**src/rtl/mmr_pkg.sv**
```systemverilog
package mmr_pkg;
  localparam int PHY_W      = 5;
  localparam int REG_W      = 5;
  localparam int DATA_W     = 16;
  localparam int PRE_LEN    = 32;
  localparam int FRAME_W    = PRE_LEN + 4 + PHY_W + REG_W;
  localparam int DATA_START = FRAME_W + 2;
  localparam int TOTAL_BITS = DATA_START + DATA_W;
  localparam int IDX_W      = $clog2(TOTAL_BITS);

  localparam logic [2:0] OFS_REG  = 3'd0;
  localparam logic [2:0] OFS_PHY  = 3'd1;
  localparam logic [2:0] OFS_CTRL = 3'd2;
  localparam logic [2:0] OFS_STAT = 3'd3;
  localparam logic [2:0] OFS_DLO  = 3'd4;
  localparam logic [2:0] OFS_DHI  = 3'd5;

  // strobes from the sequencer to the shift datapath
  typedef struct packed {
    logic load;
    logic shift;
    logic sample;
    logic finish;
  } mmStrobe_t;
endpackage

```
**src/rtl/mmRegs.sv**
```systemverilog
module mmRegs
  import mmr_pkg::*;
(
  input  logic              clk,
  input  logic              rstN,
  input  logic              hostWe,
  input  logic [2:0]        hostAddr,
  input  logic [7:0]        hostWrData,
  output logic [7:0]        hostRdData,
  input  logic              busyIn,
  input  logic              doneIn,
  input  logic [DATA_W-1:0] resultIn,
  output logic [REG_W-1:0]  regAddr,
  output logic [PHY_W-1:0]  phyAddr,
  output logic [1:0]        divSel,
  output logic              startReq,
  output logic              holdReq
);
  localparam int HALF_W = DATA_W / 2;

  logic ctrlWr;
  logic rstBit;
  logic cmdQ;
  logic unusedBits;

  assign ctrlWr     = hostWe && (hostAddr == OFS_CTRL);
  assign holdReq    = ctrlWr ? hostWrData[7] : rstBit;
  assign startReq   = ctrlWr && !busyIn && hostWrData[0] && !hostWrData[7];
  assign unusedBits = ^hostWrData[6:3];

  always_ff @(posedge clk) begin
    if (!rstN) begin
      regAddr <= '0;
      phyAddr <= '0;
      divSel  <= '0;
      rstBit  <= 1'b0;
      cmdQ    <= 1'b0;
    end else begin
      if (hostWe && hostAddr == OFS_REG) regAddr <= hostWrData[REG_W-1:0];
      if (hostWe && hostAddr == OFS_PHY) phyAddr <= hostWrData[PHY_W-1:0];
      if (ctrlWr) begin
        if (!busyIn) begin
          divSel <= hostWrData[2:1];
          rstBit <= hostWrData[7];
        end else if (hostWrData[7]) begin
          rstBit <= 1'b1;
        end
      end
      if (holdReq || doneIn) cmdQ <= 1'b0;
      else if (startReq)     cmdQ <= 1'b1;
    end
  end

  always_comb begin
    case (hostAddr)
      OFS_REG:  hostRdData = {{(8-REG_W){1'b0}}, regAddr};
      OFS_PHY:  hostRdData = {{(8-PHY_W){1'b0}}, phyAddr};
      OFS_CTRL: hostRdData = {rstBit, 4'b0000, divSel, cmdQ};
      OFS_STAT: hostRdData = {7'b0, busyIn};
      OFS_DLO:  hostRdData = resultIn[HALF_W-1:0];
      OFS_DHI:  hostRdData = resultIn[DATA_W-1:HALF_W];
      default:  hostRdData = 8'h00;
    endcase
  end

  // command bit and sequencer busy flag move together
  assert_cmd_tracks_busy_R7: assert property (@(posedge clk) disable iff (!rstN)
    cmdQ == busyIn);

  // control writes without the reset bit are dropped during a transfer
  assert_ctrl_write_ignored_R8: assert property (@(posedge clk) disable iff (!rstN)
    (ctrlWr && busyIn && !hostWrData[7]) |=> ($stable(divSel) && $stable(rstBit)));
endmodule

```
**src/rtl/mmCtrl.sv**
```systemverilog
module mmCtrl
  import mmr_pkg::*;
#(
  parameter int DIV_CODE0 = 4,
  parameter int DIV_CODE1 = 8,
  parameter int DIV_CODE2 = 20,
  parameter int DIV_CODE3 = 40
) (
  input  logic       clk,
  input  logic       rstN,
  input  logic       startReq,
  input  logic       holdReq,
  input  logic [1:0] divSel,
  output logic       busy,
  output logic       mdc,
  output logic       mdioOe,
  output mmStrobe_t  strb
);
  localparam int HALF0    = DIV_CODE0 / 2;
  localparam int HALF1    = DIV_CODE1 / 2;
  localparam int HALF2    = DIV_CODE2 / 2;
  localparam int HALF3    = DIV_CODE3 / 2;
  localparam int HALF_A   = (HALF0 > HALF1) ? HALF0 : HALF1;
  localparam int HALF_B   = (HALF2 > HALF3) ? HALF2 : HALF3;
  localparam int HALF_MAX = (HALF_A > HALF_B) ? HALF_A : HALF_B;
  localparam int CNT_W    = (HALF_MAX > 1) ? $clog2(HALF_MAX) : 1;

  logic             busyQ;
  logic             mdcQ;
  logic [CNT_W-1:0] halfCnt;
  logic [CNT_W-1:0] halfLim;
  logic [IDX_W-1:0] bitIdx;
  logic             halfEnd;
  logic             riseEv;
  logic             fallEv;
  logic             lastBit;

  always_comb begin
    case (divSel)
      2'd0:    halfLim = CNT_W'(HALF0 - 1);
      2'd1:    halfLim = CNT_W'(HALF1 - 1);
      2'd2:    halfLim = CNT_W'(HALF2 - 1);
      default: halfLim = CNT_W'(HALF3 - 1);
    endcase
  end

  assign halfEnd = busyQ && (halfCnt == halfLim);
  assign riseEv  = halfEnd && !mdcQ;
  assign fallEv  = halfEnd && mdcQ;
  assign lastBit = (bitIdx == IDX_W'(TOTAL_BITS - 1));

  always_comb begin
    strb.load   = startReq && !holdReq && !busyQ;
    strb.shift  = !holdReq && fallEv && !lastBit;
    strb.sample = !holdReq && riseEv && (bitIdx >= IDX_W'(DATA_START));
    strb.finish = !holdReq && fallEv && lastBit;
  end

  always_ff @(posedge clk) begin
    if (!rstN || holdReq) begin
      busyQ   <= 1'b0;
      mdcQ    <= 1'b0;
      halfCnt <= '0;
      bitIdx  <= '0;
    end else if (strb.load) begin
      busyQ   <= 1'b1;
      mdcQ    <= 1'b0;
      halfCnt <= '0;
      bitIdx  <= '0;
    end else if (busyQ) begin
      if (halfEnd) begin
        halfCnt <= '0;
        mdcQ    <= !mdcQ;
        if (strb.shift)  bitIdx <= bitIdx + IDX_W'(1);
        if (strb.finish) begin
          busyQ  <= 1'b0;
          bitIdx <= '0;
        end
      end else begin
        halfCnt <= halfCnt + CNT_W'(1);
      end
    end
  end

  assign busy   = busyQ;
  assign mdc    = mdcQ;
  assign mdioOe = busyQ && (bitIdx < IDX_W'(FRAME_W));

  // MDC rests low outside a transfer
  assert_idle_mdc_low_R3: assert property (@(posedge clk) disable iff (!rstN)
    !busyQ |-> !mdcQ);

  // a transfer only begins after an accepted host command
  assert_start_from_cmd_R2: assert property (@(posedge clk) disable iff (!rstN)
    $rose(busyQ) |-> $past(startReq));

  // MDC edges only at the end of a half period
  assert_mdc_edge_timing_R3: assert property (@(posedge clk) disable iff (!rstN)
    (busyQ && $past(busyQ) && !$stable(mdcQ)) |-> ($past(halfCnt) == $past(halfLim)));
endmodule

```
**src/rtl/mmData.sv**
```systemverilog
module mmData
  import mmr_pkg::*;
(
  input  logic              clk,
  input  logic              rstN,
  input  mmStrobe_t         strb,
  input  logic [PHY_W-1:0]  phyAddr,
  input  logic [REG_W-1:0]  regAddr,
  input  logic              mdioIn,
  output logic              txBit,
  output logic [DATA_W-1:0] result
);
  logic [FRAME_W-1:0] txShift;
  logic [DATA_W-1:0]  rxShift;

  always_ff @(posedge clk) begin
    if (!rstN) begin
      txShift <= '0;
      rxShift <= '0;
      result  <= '0;
    end else begin
      if (strb.load)
        txShift <= {{PRE_LEN{1'b1}}, 2'b01, 2'b10, phyAddr, regAddr};
      else if (strb.shift)
        txShift <= {txShift[FRAME_W-2:0], 1'b0};
      if (strb.sample) rxShift <= {rxShift[DATA_W-2:0], mdioIn};
      if (strb.finish) result  <= rxShift;
    end
  end

  assign txBit = txShift[FRAME_W-1];

  // result registers only move at the end of a completed frame
  assert_result_on_finish_R6: assert property (@(posedge clk) disable iff (!rstN)
    !$stable(result) |-> $past(strb.finish));
endmodule

```
**src/rtl/mdioRegReader.sv**
```systemverilog
module mdioRegReader
  import mmr_pkg::*;
#(
  parameter int DIV_CODE0 = 4,
  parameter int DIV_CODE1 = 8,
  parameter int DIV_CODE2 = 20,
  parameter int DIV_CODE3 = 40
) (
  input  logic       clk,
  input  logic       rstN,
  input  logic       hostWe,
  input  logic [2:0] hostAddr,
  input  logic [7:0] hostWrData,
  output logic [7:0] hostRdData,
  output logic       mdc,
  output logic       mdioOut,
  output logic       mdioOe,
  input  logic       mdioIn
);
  logic              busy;
  logic              startReq;
  logic              holdReq;
  logic [1:0]        divSel;
  logic [REG_W-1:0]  regAddr;
  logic [PHY_W-1:0]  phyAddr;
  logic [DATA_W-1:0] result;
  logic              txBit;
  mmStrobe_t         strb;

  mmRegs u_regs (
    .clk(clk), .rstN(rstN), .hostWe(hostWe), .hostAddr(hostAddr),
    .hostWrData(hostWrData), .hostRdData(hostRdData), .busyIn(busy),
    .doneIn(strb.finish), .resultIn(result), .regAddr(regAddr),
    .phyAddr(phyAddr), .divSel(divSel), .startReq(startReq), .holdReq(holdReq)
  );

  mmCtrl #(
    .DIV_CODE0(DIV_CODE0), .DIV_CODE1(DIV_CODE1),
    .DIV_CODE2(DIV_CODE2), .DIV_CODE3(DIV_CODE3)
  ) u_ctrl (
    .clk(clk), .rstN(rstN), .startReq(startReq), .holdReq(holdReq),
    .divSel(divSel), .busy(busy), .mdc(mdc), .mdioOe(mdioOe), .strb(strb)
  );

  mmData u_data (
    .clk(clk), .rstN(rstN), .strb(strb), .phyAddr(phyAddr), .regAddr(regAddr),
    .mdioIn(mdioIn), .txBit(txBit), .result(result)
  );

  assign mdioOut = mdioOe & txBit;

  // released bus never carries a driven one
  assert_released_quiet_R5: assert property (@(posedge clk) disable iff (!rstN)
    !mdioOe |-> !mdioOut);
endmodule

```
**config.mk**
```make
export PLATFORM = sky130hd
export DESIGN_NAME = mdioRegReader
export DESIGN_NICKNAME = d
export VERILOG_FILES = /design/src/rtl/mmr_pkg.sv /design/src/rtl/mmRegs.sv /design/src/rtl/mmCtrl.sv /design/src/rtl/mmData.sv /design/src/rtl/mdioRegReader.sv
export SDC_FILE = /design/constraint.sdc
export NUM_CORES = 1
export LEC_CHECK = 0
export BUFFER_PORTS_ARGS = -buffer_cell sky130_fd_sc_hd__buf_2
export CORE_MARGIN = 4
export CORE_UTILIZATION = 60
export DETAILED_ROUTE_END_ITERATION = 10
export GPL_ROUTABILITY_DRIVEN = 0
export GPL_TIMING_DRIVEN = 1
export PLACE_DENSITY = 0.78
export SLEW_MARGIN = 20
export SYNTH_ARGS = -nofsm -noshare
export SYNTH_HDL_FRONTEND = slang
export SYNTH_HIERARCHICAL = 1
export SYNTH_SLANG_ARGS = --single-unit
```
**constraint.sdc**
```tcl
create_clock -name clk -period 3.7 [get_ports clk]
set_clock_uncertainty 0.2 [all_clocks]
set_input_delay 0.74 -clock clk [delete_from_list [all_inputs] [get_ports clk]]
set_output_delay 0.74 -clock clk [all_outputs]
set_load 0.05 [all_outputs]
```
==> impl_metrics.json, run 1 <==
{
  "worstSkewPairLatency_ns": 0.36,
  "power.leakage_uw": 0.00194,
  "final_common_cell": "dfxtp_1",
  "dieArea_sq_um": 9470,
  "required_ns": 2.76,
  "place_hpwl_um": 5350,
  "finalHoldViolCount": 0,
  "clock_path_buffers": 2,
  "initial_core_util_pct": 61.9,
  "ioPinCount": 26,
  "synthTopCellsByArea": "dfxtp_1 44%, mux2_2 10%, mux2i_1 9.2%",
  "path_class": "in2out",
  "synthToLayoutAreaGrowth_pct": 7.01,
  "synth_seq_cells": 105,
  "rows": 32,
  "critPathMaxFanout": 10,
  "cts_root_buffer": "clkbuf_8",
  "drt_wl_total_um": 8300,
  "fin_tns_setup_ns": 0,
  "reg2reg_depth": 6,
  "rsz0062_at_grt": "false",
  "critical_path_depth": 5,
  "core_area_sq_um": 7730,
  "mostFrequentLayoutCells": "105 x dfxtp_1, 44 x mux2i_1, 43 x mux2_2",
  "antenna_cells": 0,
  "portBuffers": 23,
  "utilization_pct": 66.3,
  "syn_avg_cell_area_sq_um": 10.7,
  "grt_use_total_pct": 18.1,
  "slew_violations": 0,
  "drt_iter0_drc": 217,
  "wire_per_inst_um": 14.8,
  "ff_latch_area_sq_um": 2100,
  "cp_data_arrival_time_ns": 2.03,
  "grt_first_pass_wirelength_um": 14300,
  "postCtsResizedCells": 0,
  "fp.dieH_um": 97.3,
  "cap_violations": 0,
  "synthesis.area_sq_um": 4780,
  "cts_buffers": 9,
  "vias": 3184,
  "first_pass_iters": 4,
  "netlist_instances": 446,
  "use_met1_pct": 23.1,
  "cp_num_buf_inv": 3,
  "status": "finished, final reports clean",
  "multi_input_area_sq_um": 2470,
  "viasPerCell": 5.67,
  "pre_cts_slack_ns": 0.547,
  "setup_viol": 0,
  "peakVddDrop_mv": 0.270,
  "relSlewSlack_pct": 42.6,
  "setup_ws_ns": 0.730,
  "hold_depth": 2,
  "tightest_slew_ns": 0.860,
  "min_period_ns": 2.97,
  "power.total_uw": 1940,
  "die_w_um": 97.3,
  "h-tree-depth": 3,
  "antenna_left": 0,
  "ys_seq_area_share_pct": 43.9,
  "use_met2_pct": 29.1,
  "synth_cell_types": 54,
  "crit_slowest_cell": "mux4_2",
  "clk_pin_slew_ns": 0.09,
  "yosys_warnings": 6,
  "max_stage_delay_ns": 0.51,
  "use_met3_pct": 4.52,
  "critPathLaunchType": "input pin",
  "grt_pass1_vias": 3099,
  "power_density_nw_per_um2": 379,
  "cts_setup_buffers": 0,
  "cts_tree": "built",
  "fillCellCount": 615,
  "nets": 473,
  "grt_busiest_layer": "met2",
  "critPathCaptureType": "output pin",
  "max_freq_mhz": 337,
  "grt_max_degree": 95,
  "holdCritPathClass": "reg2reg",
  "period_share_pct": 80.3,
  "path_delay_family": "buffers and inverters",
  "grt_antenna_before_repair": 0,
  "cpMostUsedCell": "buf_2",
  "crit_chain": "buf_2 > buf_4 > mux4_2 > nor2b_1 > buf_2",
  "drc_errors": 0,
  "clock_sinks": 105,
  "overflow": 0,
  "drive_gt1_share_pct": 23.7,
  "ctsHoldBuffers": 0,
  "yosysTopAreaCell": "dfxtp_1",
  "synth_top_area_share_pct": 43.9,
  "synth_nets": 463
}
worst paths after layout:
kind | start | end | slack (ns)
worst max-delay path | hostAddr[0] | hostRdData[3] | 0.73
worst min-delay path | u_regs/regAddr[2]$_SDFFE_PN0P_ | u_regs/regAddr[2]$_SDFFE_PN0P_ | 0.28
worst max register to register | u_ctrl/busy$_SDFF_PP0_ | u_data/txShift[23]$_SDFFE_PN0P_ | 1.06
worst min register to register | u_regs/regAddr[2]$_SDFFE_PN0P_ | u_regs/regAddr[2]$_SDFFE_PN0P_ | 0.28
per-stage QoR:
step	instance area, sq um	hold WS, ns	cells
after floorplan	4780	0.243	446
after global placement	4920	0.263	547
final	5120	0.283	562
after global routing	5120	0.304	562
after detailed placement	4920	0.267	547
after CTS	5120	0.286	562
final cells by class:
type	count	area share, %
multi-input cells	307	48.3
clock inverters	2	0.733
flip-flops and latches	105	41.1
well taps	102	2.49
clock buffers	13	3.10
repair buffers	31	4.15
inverters	2	0.147
flip-flops by register name, summed over array words and instances (netlist names):
| register | count |
|---|---|
| u_ctrl/bitIdx | 6 |
| u_ctrl/busy | 1 |
| u_ctrl/halfCnt | 5 |
| u_ctrl/mdc | 1 |
| u_data/result | 16 |
| u_data/rxShift | 16 |
| u_data/txShift | 46 |
| u_regs/cmdQ | 1 |
| u_regs/divSel | 2 |
| u_regs/phyAddr | 5 |
| u_regs/regAddr | 5 |
| u_regs/rstBit | 1 |
layer usage:
metal  part of all wire [%]  up-vias
met1                     47     1528
li1                       -     1599
met2                     47       46
met4                    1.5        0
met3                    4.1       11
met5                      0        -
synth_stat cells, drive strengths merged:
cell,instances
nor3b,1
xnor2,2
and2,1
inv,2
o311ai,1
and4b,1
and4bb,1
mux2i,44
o21a,36
clkbuf,10
a31o,1
mux4,3
o211ai,2
nor3,3
and3b,1
dfxtp,105
nand3,13
nor4bb,1
nor2b,37
o22ai,1
buf,22
or4,5
nor2,15
a21oi,7
or2b,2
nor4b,1
and3,1
a21boi,2
or3,1
o2bb2ai,2
mux2,43
nand4bb,2
xor2,4
o31ai,2
or3b,1
nand4,5
o21ai,19
nor4,1
ha,2
o211a,9
or4b,1
nand2,20
nand2b,13
worst register-to-register path: cells and delay by family (launching register included):
family                 cells  cell delay [ns]
buffers and inverters      1             0.26
AO/OA/AOI/OAI              2             0.42
AND/OR/NAND/NOR            2             0.65
multiplexers               1             0.37
flip-flops                 1             0.62
where the power goes:
group	internal (uW)	leakage (uW)	switching (uW)	total, uW
combinational	35.8	0.00100	53.0	88.8
clock	347	0.0000957	358	705
sequential	1140	0.000847	6.08	1140
total	1520	0.00194	417	1940
kinds of logic (layout without fill, tap and decap cells):
logic type | count (synthesis) | count (layout) | synth area share, %
flip-flops | 105 | 105 | 43.9
multiplexers | 90 | 90 | 20.8
adder cells (fa/ha/maj) | 2 | 2 | 0.523
AO/OA/AOI/OAI | 82 | 82 | 12.8
AND/OR/NAND/NOR | 127 | 127 | 16.0
XOR/XNOR | 6 | 6 | 1.10
buffers and inverters | 34 | 48 | 4.81
No activity file was read; power rests on OpenSTA's default activity.
==> run 2: changes to the inputs <==
--- a/config.mk
+++ b/config.mk
@@ -5,13 +5,14 @@
 export SDC_FILE = /design/constraint.sdc
 export NUM_CORES = 1
 export LEC_CHECK = 0
+export ABC_AREA = 1
 export BUFFER_PORTS_ARGS = -buffer_cell sky130_fd_sc_hd__buf_2
 export CORE_MARGIN = 4
-export CORE_UTILIZATION = 60
+export CORE_UTILIZATION = 54
 export DETAILED_ROUTE_END_ITERATION = 10
 export GPL_ROUTABILITY_DRIVEN = 0
 export GPL_TIMING_DRIVEN = 1
-export PLACE_DENSITY = 0.78
+export PLACE_DENSITY = 0.75
 export SLEW_MARGIN = 20
 export SYNTH_ARGS = -nofsm -noshare
 export SYNTH_HDL_FRONTEND = slang
==> constraint.sdc (replaced) <==
create_clock -name clk -period 2.65 [get_ports clk]
set_clock_uncertainty 0.2 [all_clocks]
set_input_delay 0.53 -clock clk [delete_from_list [all_inputs] [get_ports clk]]
set_output_delay 0.53 -clock clk [all_outputs]
set_load 0.05 [all_outputs]
==> run 2 against run 1 <==
Flip-flop and latch count is the same. Total power grew 35%. Synthesized cell count grew 41%. Design area shrank 3.7%. Combinational power grew 36%. Non-clock buffer count grew 13. Sequential share of layout area grew 1.6 points. Global-route usage grew 1.4 points. Via count grew 24%.
==> impl_metrics.json, run 2 <==
{
  "status": "finished, final reports clean",
  "cp_data_arrival_time_ns": 1.81,
  "rows": 32,
  "synth_top_area_share_pct": 46.9,
  "yosysMostFrequentCell": "nor2_1",
  "overflow": 0,
  "synthTopCellsByArea": "dfxtp_1 47%, nor2_1 13%, nand2_1 10%",
  "async_reset_ff_share_pct": 0,
  "mostFrequentLayoutCells": "155 x nor2_1, 121 x nand2_1, 105 x dfxtp_1",
  "antenna_cells": 0,
  "fillCellCount": 711,
  "fp.dieH_um": 99.1,
  "tightest_slew_ns": 0.480,
  "dieArea_sq_um": 9820,
  "grt_antenna_before_repair": 0,
  "die_w_um": 99.1,
  "pre_cts_slack_ns": -0.0513,
  "yosys_warnings": 6,
  "drt_wl_total_um": 9040,
  "netlist_instances": 629,
  "synth-main-ff-cell": "dfxtp_1",
  "min_period_ns": 2.54,
  "grt_first_pass_wirelength_um": 16100,
  "synth-edff-count": 0,
  "clock_sinks": 105,
  "clock_path_buffers": 2,
  "finalHoldViolCount": 0,
  "drive_gt1_share_pct": 14.2,
  "wire_per_inst_um": 11.8,
  "relSlewSlack_pct": 68.0,
  "ff_latch_area_sq_um": 2100,
  "multi_input_area_sq_um": 2040,
  "largest_register_ffs": 46,
  "place_hpwl_um": 6410,
  "initial_core_util_pct": 56.8,
  "ys_seq_area_share_pct": 46.9,
  "largestRegisters": "u_data/txShift: 46 flops, u_data/result: 16 flops, u_data/rxShift: 16 flops",
  "grt_use_total_pct": 19.5,
  "cts_root_buffer": "clkbuf_8",
  "core_area_sq_um": 7890,
  "max_freq_mhz": 393,
  "worstSkewPairLatency_ns": 0.36,
  "yosysTopAreaCell": "dfxtp_1",
  "cts_tree": "built",
  "ioPinCount": 26,
  "yosys-top-cells-count": "155 x nor2_1, 121 x nand2_1, 105 x dfxtp_1",
  "holdCritPathClass": "in2reg",
  "synthesis.area_sq_um": 4480,
  "viasPerCell": 5.16,
  "first_pass_iters": 5,
  "syn_avg_cell_area_sq_um": 7.13,
  "critPathCaptureType": "output pin",
  "drt_iter0_drc": 181,
  "reg2reg_depth": 11,
  "setup_ws_ns": 0.106,
  "cap_violations": 0,
  "hold_depth": 3,
  "grt_pass1_vias": 3681,
  "power.leakage_uw": 0.00229,
  "path_class": "in2out",
  "synth_nets": 646,
  "cts_buffers": 9,
  "power_density_nw_per_um2": 532,
  "rsz0062_at_grt": "false",
  "critPathMaxFanout": 5,
  "final_common_cell": "nor2_1",
  "regMostFlops": "u_data/txShift",
  "vias": 3945,
  "peakVddDrop_mv": 0.335,
  "slew_violations": 0,
  "portBuffers": 23,
  "nets": 674,
  "period_share_pct": 96.0,
  "clk_pin_slew_ns": 0.10,
  "grt_max_degree": 42,
  "synth_cell_types": 34,
  "required_ns": 1.92,
  "synthToLayoutAreaGrowth_pct": 10.0,
  "critPathLaunchType": "input pin",
  "drc_errors": 0,
  "h-tree-depth": 3,
  "antenna_left": 0,
  "ctsHoldBuffers": 0,
  "utilization_pct": 62.5,
  "setup_viol": 0,
  "synth_seq_cells": 105
}
==> run 2: critical path: stages <==
cell	delay, ns
buf_2	0.13
buf_4	0.15
nor3_2	0.38
buf_4	0.20
nand2_1	0.05
nand3b_1	0.10
buf_2	0.27
==> run 2: cells by family (layout without fill, tap and decap cells) <==
logic type,after synthesis,in the layout,synth area share [%]
buffers and inverters,75,108,7.62
flip-flops,105,105,46.9
AO/OA/AOI/OAI,97,97,11.2
adder cells (fa/ha/maj),2,2,0.558
AND/OR/NAND/NOR,350,350,33.7
==> run 2: report_power, final <==
part,leakage (uW),internal [uW],switching [uW]
Clock,0.0000899,373,530
Sequential,0.000847,1590,8.49
Combinational,0.00135,41.1,80.4
==> run 2: metal layers <==
metal  global-route usage [%]  wire length [um]  vias to the layer above
li1                         -                 -                     2057
met1                     24.7              4280                     1808
met2                     33.1              4280                       71
met3                     4.84               378                        9
met4                     5.36                98                        0
met5                        0                 0                        -
==> run 2: path summary, 6_finish.rpt <==
kind	start	endpoint	slack (ns)
min reg2reg	u_data/txShift[0]$_SDFFE_PN0P_	u_data/txShift[0]$_SDFFE_PN0P_	0.28
max	hostAddr[1]	hostRdData[1]	0.11
min	mdioIn	u_data/rxShift[0]$_SDFFE_PN0P_	0.19
max reg2reg	u_ctrl/busy$_SDFF_PP0_	u_data/result[11]$_SDFFE_PN0P_	0.29
==> run 2: metrics by stage <==
stage	TNS (ns)	instance area [sq um]	hold WS, ns	cells	total power [uW]
after global routing	0	4930	0.200	764	2730
after detailed placement	-0.104	4730	0.258	747	1750
final	0	4930	0.188	764	2620
after floorplan	0	4480	0.238	629	1710
after CTS	0	4910	0.171	763	2660
after global placement	-0.0110	4730	0.254	747	1750
==> run 2: area by class of cell <==
class                      count  area share (%)
sequential                   105            42.6
multi-input combinational    449            41.3
timing repair buffer          44            6.04
inverter                      48            3.76
clock buffer                  11            2.87
tap                          102            2.59
clock inverter                 5           0.787
==> run 2: repair_timing <==
action / CTS / global route
gates resized for setup: 0 / 2
setup buffers: 0 / 1
setup endpoints to repair: 0 / 7
==> run 3: changes to the inputs <==
--- a/config.mk
+++ b/config.mk
@@ -13,6 +13,7 @@
 export GPL_ROUTABILITY_DRIVEN = 0
 export GPL_TIMING_DRIVEN = 1
 export PLACE_DENSITY = 0.75
+export RECOVER_POWER = 50
 export SLEW_MARGIN = 20
 export SYNTH_ARGS = -nofsm -noshare
 export SYNTH_HDL_FRONTEND = slang
==> run 3 against run 2 <==
Fmax shrank 0.65%. Design area shrank 0.99%. Clock-buffer cell count is the same. Core utilization shrank 0.62 points. Via count shrank 0.51%. Setup slack lost 0.017 ns. Die area is the same. Hold slack lost 0.0067 ns. Critical path depth is the same. Largest cell class unchanged.
==> impl_metrics.json, run 3 (synthesis gave the netlist of run 2 again) <==
{
  "rows": 32,
  "power.leakage_uw": 0.00227,
  "cp_data_arrival_time_ns": 1.83,
  "cts_tree": "built",
  "r2r_end": "u_data/result[11]$_SDFFE_PN0P_",
  "clk_pin_slew_ns": 0.10,
  "grt_use_total_pct": 19.5,
  "period_share_pct": 96.6,
  "antenna_left": 0,
  "required_ns": 1.92,
  "path_delay_family": "buffers and inverters",
  "hold_depth": 3,
  "reg2reg_depth": 11,
  "rsz0062_at_grt": "false",
  "min_period_ns": 2.56,
  "status": "finished, final reports clean",
  "setup_ws_ns": 0.0898,
  "critPathLaunchType": "input pin",
  "reg2reg_slack_ns": 0.21,
  "hold_slack_ns": 0.181,
  "slew_violations": 0,
  "mostFrequentLayoutCells": "158 x nor2_1, 122 x nand2_1, 105 x dfxtp_1",
  "holdCritPathClass": "in2reg",
  "drive_gt1_share_pct": 12.4,
  "worstHoldStart": "mdioIn",
  "max_stage_delay_ns": 0.40,
  "first_pass_iters": 4,
  "wire_per_inst_um": 11.8,
  "r2r_start": "u_ctrl/busy$_SDFF_PP0_",
  "cts_buffers": 9,
  "critPathMaxFanout": 5,
  "cts_root_buffer": "clkbuf_8",
  "h-tree-depth": 3,
  "fin_area_sq_um": 4880,
  "power.total_uw": 2620,
  "cp_num_buf_inv": 4,
  "place_area_sq_um": 4730,
  "ioPinCount": 26,
  "dieArea_sq_um": 9820,
  "cap_violations": 0,
  "core_area_sq_um": 7890,
  "portBuffers": 23,
  "synthToLayoutAreaGrowth_pct": 8.93,
  "worstSkewPairLatency_ns": 0.36,
  "regMostFlops": "u_data/txShift",
  "crit_slowest_cell": "nor3_2",
  "drc_errors": 0,
  "place_hpwl_um": 6410,
  "tightest_slew_ns": 1.29,
  "largest_register_ffs": 46,
  "grt_pass1_vias": 3681,
  "initial_core_util_pct": 56.8,
  "path_class": "in2out",
  "crit_chain": "buf_2 > buf_4 > nor3_2 > buf_4 > nand2_1 > nand3b_1 > buf_2",
  "grt_antenna_before_repair": 0,
  "max_freq_mhz": 391,
  "fp.dieH_um": 99.1,
  "die_w_um": 99.1,
  "hold_path_end": "u_data/rxShift[0]$_SDFFE_PN0P_",
  "nets": 674,
  "largestRegisters": "u_data/txShift: 46 flops, u_data/result: 16 flops, u_data/rxShift: 16 flops",
  "clock_path_buffers": 2,
  "drt_wl_total_um": 9030,
  "drt_iter0_drc": 169,
  "antenna_cells": 0,
  "critPathCaptureType": "output pin",
  "pre_cts_slack_ns": -0.0513,
  "overflow": 0,
  "finalHoldViolCount": 0,
  "relSlewSlack_pct": 13.9,
  "setup_viol": 0,
  "clock_sinks": 105,
  "viasPerCell": 5.14,
  "grt_max_degree": 42,
  "final_common_cell": "nor2_1",
  "peakVddDrop_mv": 0.334,
  "power_density_nw_per_um2": 538,
  "vias": 3925,
  "grt_first_pass_wirelength_um": 16100
}
-- run 3: final cells by class --
cell class | instances | area [sq um]
sequential | 105 | 2100
fill | 724 | 3010
inverter | 48 | 185
clock inverter | 5 | 38.8
clock buffer | 11 | 141
tap | 102 | 128
timing repair buffer | 44 | 280
multi-input combinational | 449 | 2010
-- run 3: how the worst max path moves through the flow --
stage | slack [ns] | cells after the start | endpoint | start
finish | 0.09 | 7 | hostRdData[1] | hostAddr[1]
CTS | 0.07 | 7 | hostRdData[1] | hostAddr[1]
detailed placement | -0.05 | 14 | u_data/txShift[16]$_SDFFE_PN0P_ | hostAddr[2]
floorplan | 0.06 | 5 | mdioOut | u_ctrl/busy$_SDFF_PP0_
global route | 0.006 | 8 | hostRdData[1] | hostAddr[0]
global placement | -0.005 | 14 | u_data/txShift[14]$_SDFFE_PN0P_ | hostAddr[2]
-- run 3: timing repair --
item                                    in CTS  in global routing
endpoints found under the setup margin       0                  7
gates resized for setup                      0                  2
buffers inserted                             0                  1
hold buffers                                 0                  0
-- run 3: report_power, final --
part           leakage (uW)  internal [uW]  switching [uW]
Combinational       0.00134           39.7            78.3
Sequential         0.000847           1590            8.44
Clock             0.0000899            373             537
-- run 3: metal layers --
| metal | wire length, um | up-vias | global-route usage [%] | part of all wire, % |
|---|---|---|---|---|
| met5 | 0 | - | 0 | 0 |
| met4 | 133 | 0 | 5.36 | 1.5 |
| met3 | 311 | 10 | 4.84 | 3.4 |
| met2 | 4250 | 73 | 33.1 | 47 |
| met1 | 4340 | 1786 | 24.7 | 48 |
| li1 | - | 2056 | - | - |
-- run 3: stage by stage --
step	setup TNS, ns	instances	utilization, %
global placement	-0.0110	747	59.9
floorplan	0	629	-
detailed placement	-0.104	747	59.9
finish	0	764	61.9
CTS	0	763	62.2
global route	0	764	61.9
-- run 3: worst reg2reg max path, stage by stage (launching register included) --
cell and delay, ns:
dfxtp_1 0.53, clkbuf_1 0.23, nand2_1 0.11, nor2_1 0.10, nand2_1 0.07, nor2_2 0.18
nand4_1 0.23, inv_2 0.22, clkinvlp_4 0.16, buf_12 0.17, nor2_1 0.09, nor2_1 0.05
